[src/rtl/qdac_pkg.sv]
package qdac_pkg;

    localparam int NUM_CH  = 4;
    localparam int CODE_W  = 8;
    localparam int SEL_W   = $clog2(NUM_CH);
    localparam int FRAME_W = SEL_W + 1 + CODE_W;

    // serial-side control lines, by position in the synchronizer vector
    localparam int CTL_W    = 4;
    localparam int IDX_SCLK = 0;
    localparam int IDX_SDAT = 1;
    localparam int IDX_LOAD = 2;
    localparam int IDX_UPD  = 3;

    // which control lines need a falling-edge detector
    localparam int EDGE_W   = 2;
    localparam int EDG_SCLK = 0;
    localparam int EDG_LOAD = 1;

    typedef struct packed {
        logic              rng;
        logic [CODE_W-1:0] code;
    } chan_word_t;

    localparam int WORD_W = $bits(chan_word_t);

    // MSBs hold the channel select, since those bits arrive first
    typedef struct packed {
        logic [SEL_W-1:0] sel;
        chan_word_t       word;
    } frame_t;

    function automatic frame_t unpack_frame(input logic [FRAME_W-1:0] raw);
        return frame_t'(raw);
    endfunction

    function automatic logic [NUM_CH-1:0] sel_onehot(input logic [SEL_W-1:0] sel);
        logic [NUM_CH-1:0] oh;
        oh = '0;
        oh[sel] = 1'b1;
        return oh;
    endfunction

endpackage

[src/rtl/qdac_input_sync.sv]
module qdac_input_sync #(
    parameter int              WIDTH  = 4,
    parameter int              STAGES = 2,
    parameter logic [WIDTH-1:0] IDLE  = '1
) (
    input  logic             clk,
    input  logic             rst,
    input  logic [WIDTH-1:0] async_i,
    output logic [WIDTH-1:0] level_o
);
    logic [STAGES-1:0][WIDTH-1:0] chain_q;

    always_ff @(posedge clk) begin
        if (rst) begin
            chain_q <= {STAGES{IDLE}};
        end else begin
            chain_q[0] <= async_i;
            for (int s = 1; s < STAGES; s++) begin
                chain_q[s] <= chain_q[s-1];
            end
        end
    end

    assign level_o = chain_q[STAGES-1];

endmodule

[src/rtl/qdac_fall_detect.sv]
module qdac_fall_detect #(
    parameter int              WIDTH = 2,
    parameter logic [WIDTH-1:0] IDLE = '1
) (
    input  logic             clk,
    input  logic             rst,
    input  logic [WIDTH-1:0] level_i,
    output logic [WIDTH-1:0] fall_o
);
    logic [WIDTH-1:0] prev_q;

    always_ff @(posedge clk) begin
        if (rst) prev_q <= IDLE;
        else     prev_q <= level_i;
    end

    for (genvar b = 0; b < WIDTH; b++) begin : g_bit
        assign fall_o[b] = prev_q[b] & ~level_i[b];
    end

endmodule

[src/rtl/qdac_shift_reg.sv]
module qdac_shift_reg #(
    parameter int WIDTH = 11
) (
    input  logic             clk,
    input  logic             rst,
    input  logic             shift_en,
    input  logic             bit_in,
    output logic [WIDTH-1:0] frame_q
);
    always_ff @(posedge clk) begin
        if (rst)           frame_q <= '0;
        else if (shift_en) frame_q <= {frame_q[WIDTH-2:0], bit_in};
    end

endmodule

[src/rtl/qdac_channel.sv]
module qdac_channel
    import qdac_pkg::*;
(
    input  logic       clk,
    input  logic       rst,
    input  logic       wr_en,
    input  chan_word_t wr_word,
    input  logic       upd_en,
    output chan_word_t held_o,
    output chan_word_t out_o
);
    always_ff @(posedge clk) begin
        if (rst) begin
            held_o <= '0;
            out_o  <= '0;
        end else begin
            if (wr_en)  held_o <= wr_word;
            if (upd_en) out_o  <= held_o;
        end
    end

endmodule

[src/rtl/quad_dac_regbank.sv]
module quad_dac_regbank
    import qdac_pkg::*;
#(
    parameter int SYNC_STAGES = 2
) (
    input  logic                     clk,
    input  logic                     rst,
    input  logic                     ser_clk_i,
    input  logic                     ser_dat_i,
    input  logic                     load_n_i,
    input  logic                     update_n_i,
    output logic [NUM_CH*CODE_W-1:0] code_o,
    output logic [NUM_CH-1:0]        range_o
);
    logic [CTL_W-1:0]  ctl_raw, ctl_lvl;
    logic [EDGE_W-1:0] edge_lvl, edge_fall;

    assign ctl_raw[IDX_SCLK] = ser_clk_i;
    assign ctl_raw[IDX_SDAT] = ser_dat_i;
    assign ctl_raw[IDX_LOAD] = load_n_i;
    assign ctl_raw[IDX_UPD]  = update_n_i;

    qdac_input_sync #(.WIDTH(CTL_W), .STAGES(SYNC_STAGES), .IDLE('1)) u_sync (
        .clk     (clk),
        .rst     (rst),
        .async_i (ctl_raw),
        .level_o (ctl_lvl)
    );

    assign edge_lvl[EDG_SCLK] = ctl_lvl[IDX_SCLK];
    assign edge_lvl[EDG_LOAD] = ctl_lvl[IDX_LOAD];

    qdac_fall_detect #(.WIDTH(EDGE_W), .IDLE('1)) u_fall (
        .clk     (clk),
        .rst     (rst),
        .level_i (edge_lvl),
        .fall_o  (edge_fall)
    );

    // serial clock falls only count while load is released
    logic shift_fire, load_fire, upd_active, sdat_lvl;
    assign shift_fire = edge_fall[EDG_SCLK] & ctl_lvl[IDX_LOAD];
    assign load_fire  = edge_fall[EDG_LOAD];
    assign upd_active = ~ctl_lvl[IDX_UPD];
    assign sdat_lvl   = ctl_lvl[IDX_SDAT];

    logic [FRAME_W-1:0] frame_q;

    qdac_shift_reg #(.WIDTH(FRAME_W)) u_shift (
        .clk      (clk),
        .rst      (rst),
        .shift_en (shift_fire),
        .bit_in   (sdat_lvl),
        .frame_q  (frame_q)
    );

    frame_t            cur_frame;
    logic [NUM_CH-1:0] wr_sel;
    assign cur_frame = unpack_frame(frame_q);
    assign wr_sel    = sel_onehot(cur_frame.sel) & {NUM_CH{load_fire}};

    chan_word_t                held_w [NUM_CH];
    chan_word_t                out_w  [NUM_CH];
    logic [NUM_CH*WORD_W-1:0]  latch_flat;

    for (genvar ch = 0; ch < NUM_CH; ch++) begin : g_ch
        qdac_channel u_chan (
            .clk     (clk),
            .rst     (rst),
            .wr_en   (wr_sel[ch]),
            .wr_word (cur_frame.word),
            .upd_en  (upd_active),
            .held_o  (held_w[ch]),
            .out_o   (out_w[ch])
        );
        assign code_o[ch*CODE_W +: CODE_W]     = out_w[ch].code;
        assign range_o[ch]                     = out_w[ch].rng;
        assign latch_flat[ch*WORD_W +: WORD_W] = held_w[ch];
    end

endmodule

[config.mk]
export PLATFORM = sky130hd
export DESIGN_NAME = quad_dac_regbank
export DESIGN_NICKNAME = d
export VERILOG_FILES = /design/src/rtl/qdac_pkg.sv /design/src/rtl/qdac_input_sync.sv /design/src/rtl/qdac_fall_detect.sv /design/src/rtl/qdac_shift_reg.sv /design/src/rtl/qdac_channel.sv /design/src/rtl/quad_dac_regbank.sv
export SDC_FILE = /design/constraint.sdc
export NUM_CORES = 1
export LEC_CHECK = 0
export ABC_AREA = 0
export BUFFER_PORTS_ARGS = -buffer_cell sky130_fd_sc_hd__buf_2
export CAP_MARGIN = 30
export CORE_AREA = 2 2 119 121
export CTS_BUF_LIST = sky130_fd_sc_hd__clkbuf_8
export DETAILED_ROUTE_END_ITERATION = 16
export DIE_AREA = 0 0 121 123
export PLACE_DENSITY = 0.38
export SLEW_MARGIN = 20
export SYNTH_ARGS = -nofsm -noshare
export SYNTH_HDL_FRONTEND = slang
export SYNTH_SLANG_ARGS = --single-unit
[constraint.sdc]
create_clock -name clk -period 1.75 [get_ports clk]
set_input_delay 0.0875 -clock clk [delete_from_list [all_inputs] [get_ports clk]]
set_output_delay 0.0875 -clock clk [all_outputs]
set_load 0.01 [all_outputs]
**Word-level counts from Yosys, hierarchy flattened**

Cells that the tools add are included.

- Register bits: 93
- Bits of input ports: 6
- Output and inout bits: 36
- Word-level logic and storage cells: 31

- $lt $le $gt $ge: 2
- Multiplexer cells: 2
- Bitwise gates (word level): 6
- Reduce and logical (&&, ||, !) cells: 1

Operators with widths:

| kind | number |
|---|---|
| 4-bit bitwise AND | 1 |
| 1-bit bitwise AND | 3 |
| 2-bit by 3-bit less-than comparator with 1-bit output (second input constant) | 1 |
| 1-bit demux with 2-bit select | 1 |
| 2-bit by 1-bit greater-or-equal comparator with 1-bit output (second input constant) | 1 |
| 1-bit NOT | 2 |
| 1-bit logical AND | 1 |
| 1-bit two-way mux | 1 |

**Longest topological paths before layout**

- Depth after elaboration: 5
- Gate-level depth with buffers: 4

**Modules after synthesis**

A second synthesis with hierarchy kept.

- Cell total of the unflattened synthesis: 299
- Area, all modules: 3339.5 um2

By module, submodules not included:

| module | times used | cells each | area an instance (um2) |
|---|---|---|---|
| qdac_channel | 4 | 58 | 649.4 |
| qdac_shift_reg | 1 | 35 | 386.6 |
| qdac_input_sync | 1 | 20 | 240.2 |
| qdac_fall_detect | 1 | 6 | 67.6 |
| quad_dac_regbank | 1 | 6 | 47.5 |

**Worst setup path after synthesis**

Ideal clock, no wire load.

- Path kind: register -> register
- From: reg u_shift.frame_q[10]
- To: reg g_ch[0].u_chan.held_o[0] (netlist name)
- Setup time: 0.124 ns
- Arrival: 1.105 ns
- Path slack: 0.521 ns
- Stages on the path, launching flop included: 4
- Cell sequence: dfxtp_1 or4b_4 buf_6 mux2i_1

- Word-level cells in the longest chain between the ends: 5
- Elaborated cells between the ends (all ways): 6
- Those cells by class: order compare: 2; mux: 2; bitwise: 1; reduce/logical: 1

Ends and longest elaborated chain:

| what | RTL line | source |
|---|---|---|
| start: declaration | qdac_shift_reg.sv:8 | `output logic [WIDTH-1:0] frame_q` |
| start signal: assignment | qdac_shift_reg.sv:12 | `else if (shift_en) frame_q <= {frame_q[WIDTH-2:0], bit_in};` |
| 2-bit by 3-bit less-than comparator with 1-bit output (implied by the code) or 2-bit by 1-bit greater-or-equal comparator with 1-bit output (tied branches) | qdac_pkg.sv:40 | `oh[sel] = 1'b1;` |
| 1-bit logical AND (implied by the code) | qdac_pkg.sv:40 |  |
| 1-bit two-way mux (implied by the code) | qdac_pkg.sv:40 |  |
| 1-bit demux with 2-bit select * | qdac_pkg.sv:40 |  |
| 4-bit bitwise AND * | quad_dac_regbank.sv:60 | `assign wr_sel = sel_onehot(cur_frame.sel) & {NUM_CH{load_fire}};` |
| end signal: assignment | qdac_channel.sv:17 | `if (wr_en) held_o <= wr_word;` |
| end: declaration | qdac_channel.sv:9 | `output chan_word_t held_o,` |

Every way passes the cells marked *; elsewhere a longest branch is shown, timed or not.
A chain may end at the register's enable or synchronous reset.

**Worst setup path after layout**

- From: reg u_shift.frame_q[9]
- To: reg g_ch[0].u_chan.held_o[6] (netlist name)

Same word-level chain as after synthesis.

==> Implementation_results.wiki <==
{| class="wikitable"
! Metric !! Value
|-
| Result of the run || completed
|-
| Die boundary height || 123 um
|-
| Antenna cell count || 0
|-
| Number of buffers created by CTS || 9
|-
| Number of remaining DRC errors || 0
|-
| Crit end category || register
|-
| Hold WS || 244.3 ps
|-
| Share of the cycle needed by the critical path after routing || 74.66%
|-
| Yosys warnings || 0
|-
| Area share of the leading cell type in the synthesized netlist || 55.61%
|-
| Final Max Tran Viols || 0
|-
| Die Footprint || 0.01488 mm2
|-
| Min-Delay Path Class || in2reg
|-
| Synthesized area divided by synthesized cell count || 11.35 um2
|-
| Worst supply voltage drop on vdd || 0.4350 mV
|-
| Number of I/O pins || 42
|-
| Die Wd || 121 um
|-
| Starting density of the core || 24.60%
|-
| Pin slew with the least headroom to its limit || 641.7 ps
|-
| Total clock sinks || 93
|-
| Pin count of the biggest net entering global routing || 39
|-
| CORE AREA || 0.01361 mm2
|-
| Post-route setup TNS || 0 ps
|-
| Area growth from synthesis to final layout || 18.87%
|-
| Total area of multi-input combinational cells || 0.001400 mm2
|-
| Count of filler cells inserted in the layout || 1397
|-
| Pwr/cell area || 903.7 mW/mm2
|-
| Start-to-end type of the worst setup path || reg2reg
|-
| Number of nets with antenna violations after routing || 0
|-
| Count of routing violations after the opening detailed-route iteration || 78
|-
| Fraction of layout instances using a drive strength above 1 || 18.31%
|-
| Via count of the first global-routing pass || 2032
|-
| Clock transition at the register clock pins on the worst setup and hold paths after CTS || 80 ps
|-
| CTS tree || done
|-
| Number of instances resized during post-cts repair || 0
|-
| Seq. cell area || 0.001863 mm2
|-
| Row count || 43
|-
| Worst setup skew after layout || 5.383 ps
|-
| Last weighted congestion value of the routability-driven placer || 0.6633
|-
| Number of synthesized register bits || 93
|-
| Total via count after detailed routing || 2070
|-
| Rel. slew slack || 57.22%
|-
| Post-Syn Instances || 295
|-
| Post-detailed-route via-to-cell ratio || 3.950
|-
| Wire length of the first global-routing pass || 11060 um
|-
| Required time at the endpoint of the critical path || 1980 ps
|-
| Max_cap viols || 0
|-
| Leading cell type in the layout, fill and taps excluded || dfxtp_1
|-
| Standby leakage power || 1.928 nW
|-
| Area contributors post-synth || dfxtp_1, mux2i_1, nand2b_1
|-
| Max FO, Critical Path || 9
|-
| Met1 capacity usage during global routing || 13.22%
|-
| Number of buffer cells added on primary ports || 41
|-
| Final net count || 346
|-
| Min cycle time layout || 1307 ps
|-
| Top Usage Layer GRT || met2
|-
| Net count of the mapped netlist || 301
|-
| Count of TritonRoute iterations in the first routing pass || 3
|-
| Hold Vio Cnt, Final || 0
|-
| Setup violations, final || 0
|-
| Met2 Use GR || 14.75%
|-
| Global route overflow || 0
|-
| Root cell of the clock tree || clkbuf_8
|-
| Placed wire-length estimate after detailed placement || 4399 um
|-
| Data arrival time of the critical path || 1540 ps
|-
| Met3 demand-to-capacity share in global routing || 2.952%
|-
| Longest Clk Path Bufs || 2
|-
| Total Routed Length || 6848 um
|-
| Netlist area before placement || 0.003348 mm2
|-
| Unrepaired setup endpoints after global routing || false
|-
| Largest area contributor in the netlist || dfxtp_1
|-
| Highest-count cells in the layout ignoring fill and taps || dfxtp_1, mux2i_1, nand2b_1, buf_2, nor2_1
|-
| Number of antenna violations at the first check in global routing || 0
|-
| Later-pin clock latency in the skew report || 360 ps
|-
| Sequential area share after synthesis || 55.61%
|-
| H-tree depth reported by CTS || 3
|-
| All-Layer GR Usage || 9.924%
|-
| Element type at the critical path start || register
|-
| Number of different library cells in the post-synthesis netlist || 14
|-
| Max Clock Freq || 0.7654 GHz
|-
| Average routed wire per standard cell || 13.07 um
|}
## critical path, cell delays in order, from the launching register on
cell and delay, ps:
dfxtp_1 370, or4b_4 650, mux2i_1 150
## repair_timing
action	CTS	global route
endpoints found under the setup margin	0	0
hold endpoints to repair	4	0
hold buffers	4	0
setup buffers	0	0
## per-layer routing
layer	share of wire [%]	up-vias
met2	44	26
met3	3.7	9
met1	51	966
met4	1.7	0
met5	0	-
li1	-	1069
## power breakdown
part           internal [mW]  switching (mW)  total [mW]  leakage (nW)
clock network          0.631           0.713        1.34         0.104
registers               2.13         0.00471        2.13         0.751
logic                 0.0601          0.0622       0.122          1.07
## final cells by class
| type | count | share of cell area [%] |
|---|---|---|
| Timing Repair Buffer | 53 | 7.985 |
| Sequential cell | 93 | 46.81 |
| Tap cell | 180 | 5.659 |
| Clock buffer | 9 | 3.112 |
| Clock inverter | 6 | 1.257 |
| Multi-Input combinational cell | 183 | 35.18 |
## final timing paths
check                                                      from                                    end  slack (ps)  depth (start not counted)
worst max register to register  u_shift.frame_q[9]$_SDFFE_PP0P_  g_ch[0].u_chan.held_o[6]$_SDFFE_PP0P_         440                          2
worst min register to register     u_sync.chain_q[2]$_SDFF_PP1_           u_sync.level_o[2]$_SDFF_PP1_         410                          1
worst max-delay path            u_shift.frame_q[9]$_SDFFE_PP0P_  g_ch[0].u_chan.held_o[6]$_SDFFE_PP0P_         440                          2
worst min-delay path                                        rst   g_ch[2].u_chan.out_o[7]$_SDFFE_PP0N_         240                          2
## registers in the layout (all words and copies together) (netlist names)
name	cells
u_sync.chain_q	4
u_fall.prev_q	2
g_ch.u_chan.out_o	36
u_shift.frame_q	11
u_sync.level_o	4
g_ch.u_chan.held_o	36
## cells in the mapped netlist
cell type / count
or2b_1: 1
or2_1: 10
nand4bb_1: 2
mux2i_1: 83
or4b_4: 1
and3b_1: 1
dfxtp_1: 93
nor2_1: 36
nand4b_1: 1
buf_2: 11
nand2b_1: 47
clkbuf_1: 7
nor4bb_1: 1
buf_6: 1
## cells by family (layout without fill, tap and decap cells)
family                 after synthesis  after routing  share of synthesized area, %
buffers and inverters               19             68                         2.765
flip-flops                          93             93                         55.61
multiplexers                        83             83                         24.81
AND/OR/NAND/NOR                    100            100                         16.82
## stage by stage
step                setup WS [ps]  util [%]  power, mW  instances  area, um2
floorplan                   520.6         -      2.269        295       3348
global placement            398.2     27.67      2.300        505       3766
detailed placement          370.3     27.67      2.300        505       3766
CTS                         437.8     29.24      3.672        524       3980
global route                365.5     29.24      3.761        524       3980
finish                      443.5     29.24      3.597        524       3980
Power figures use the tool's default switching activity.
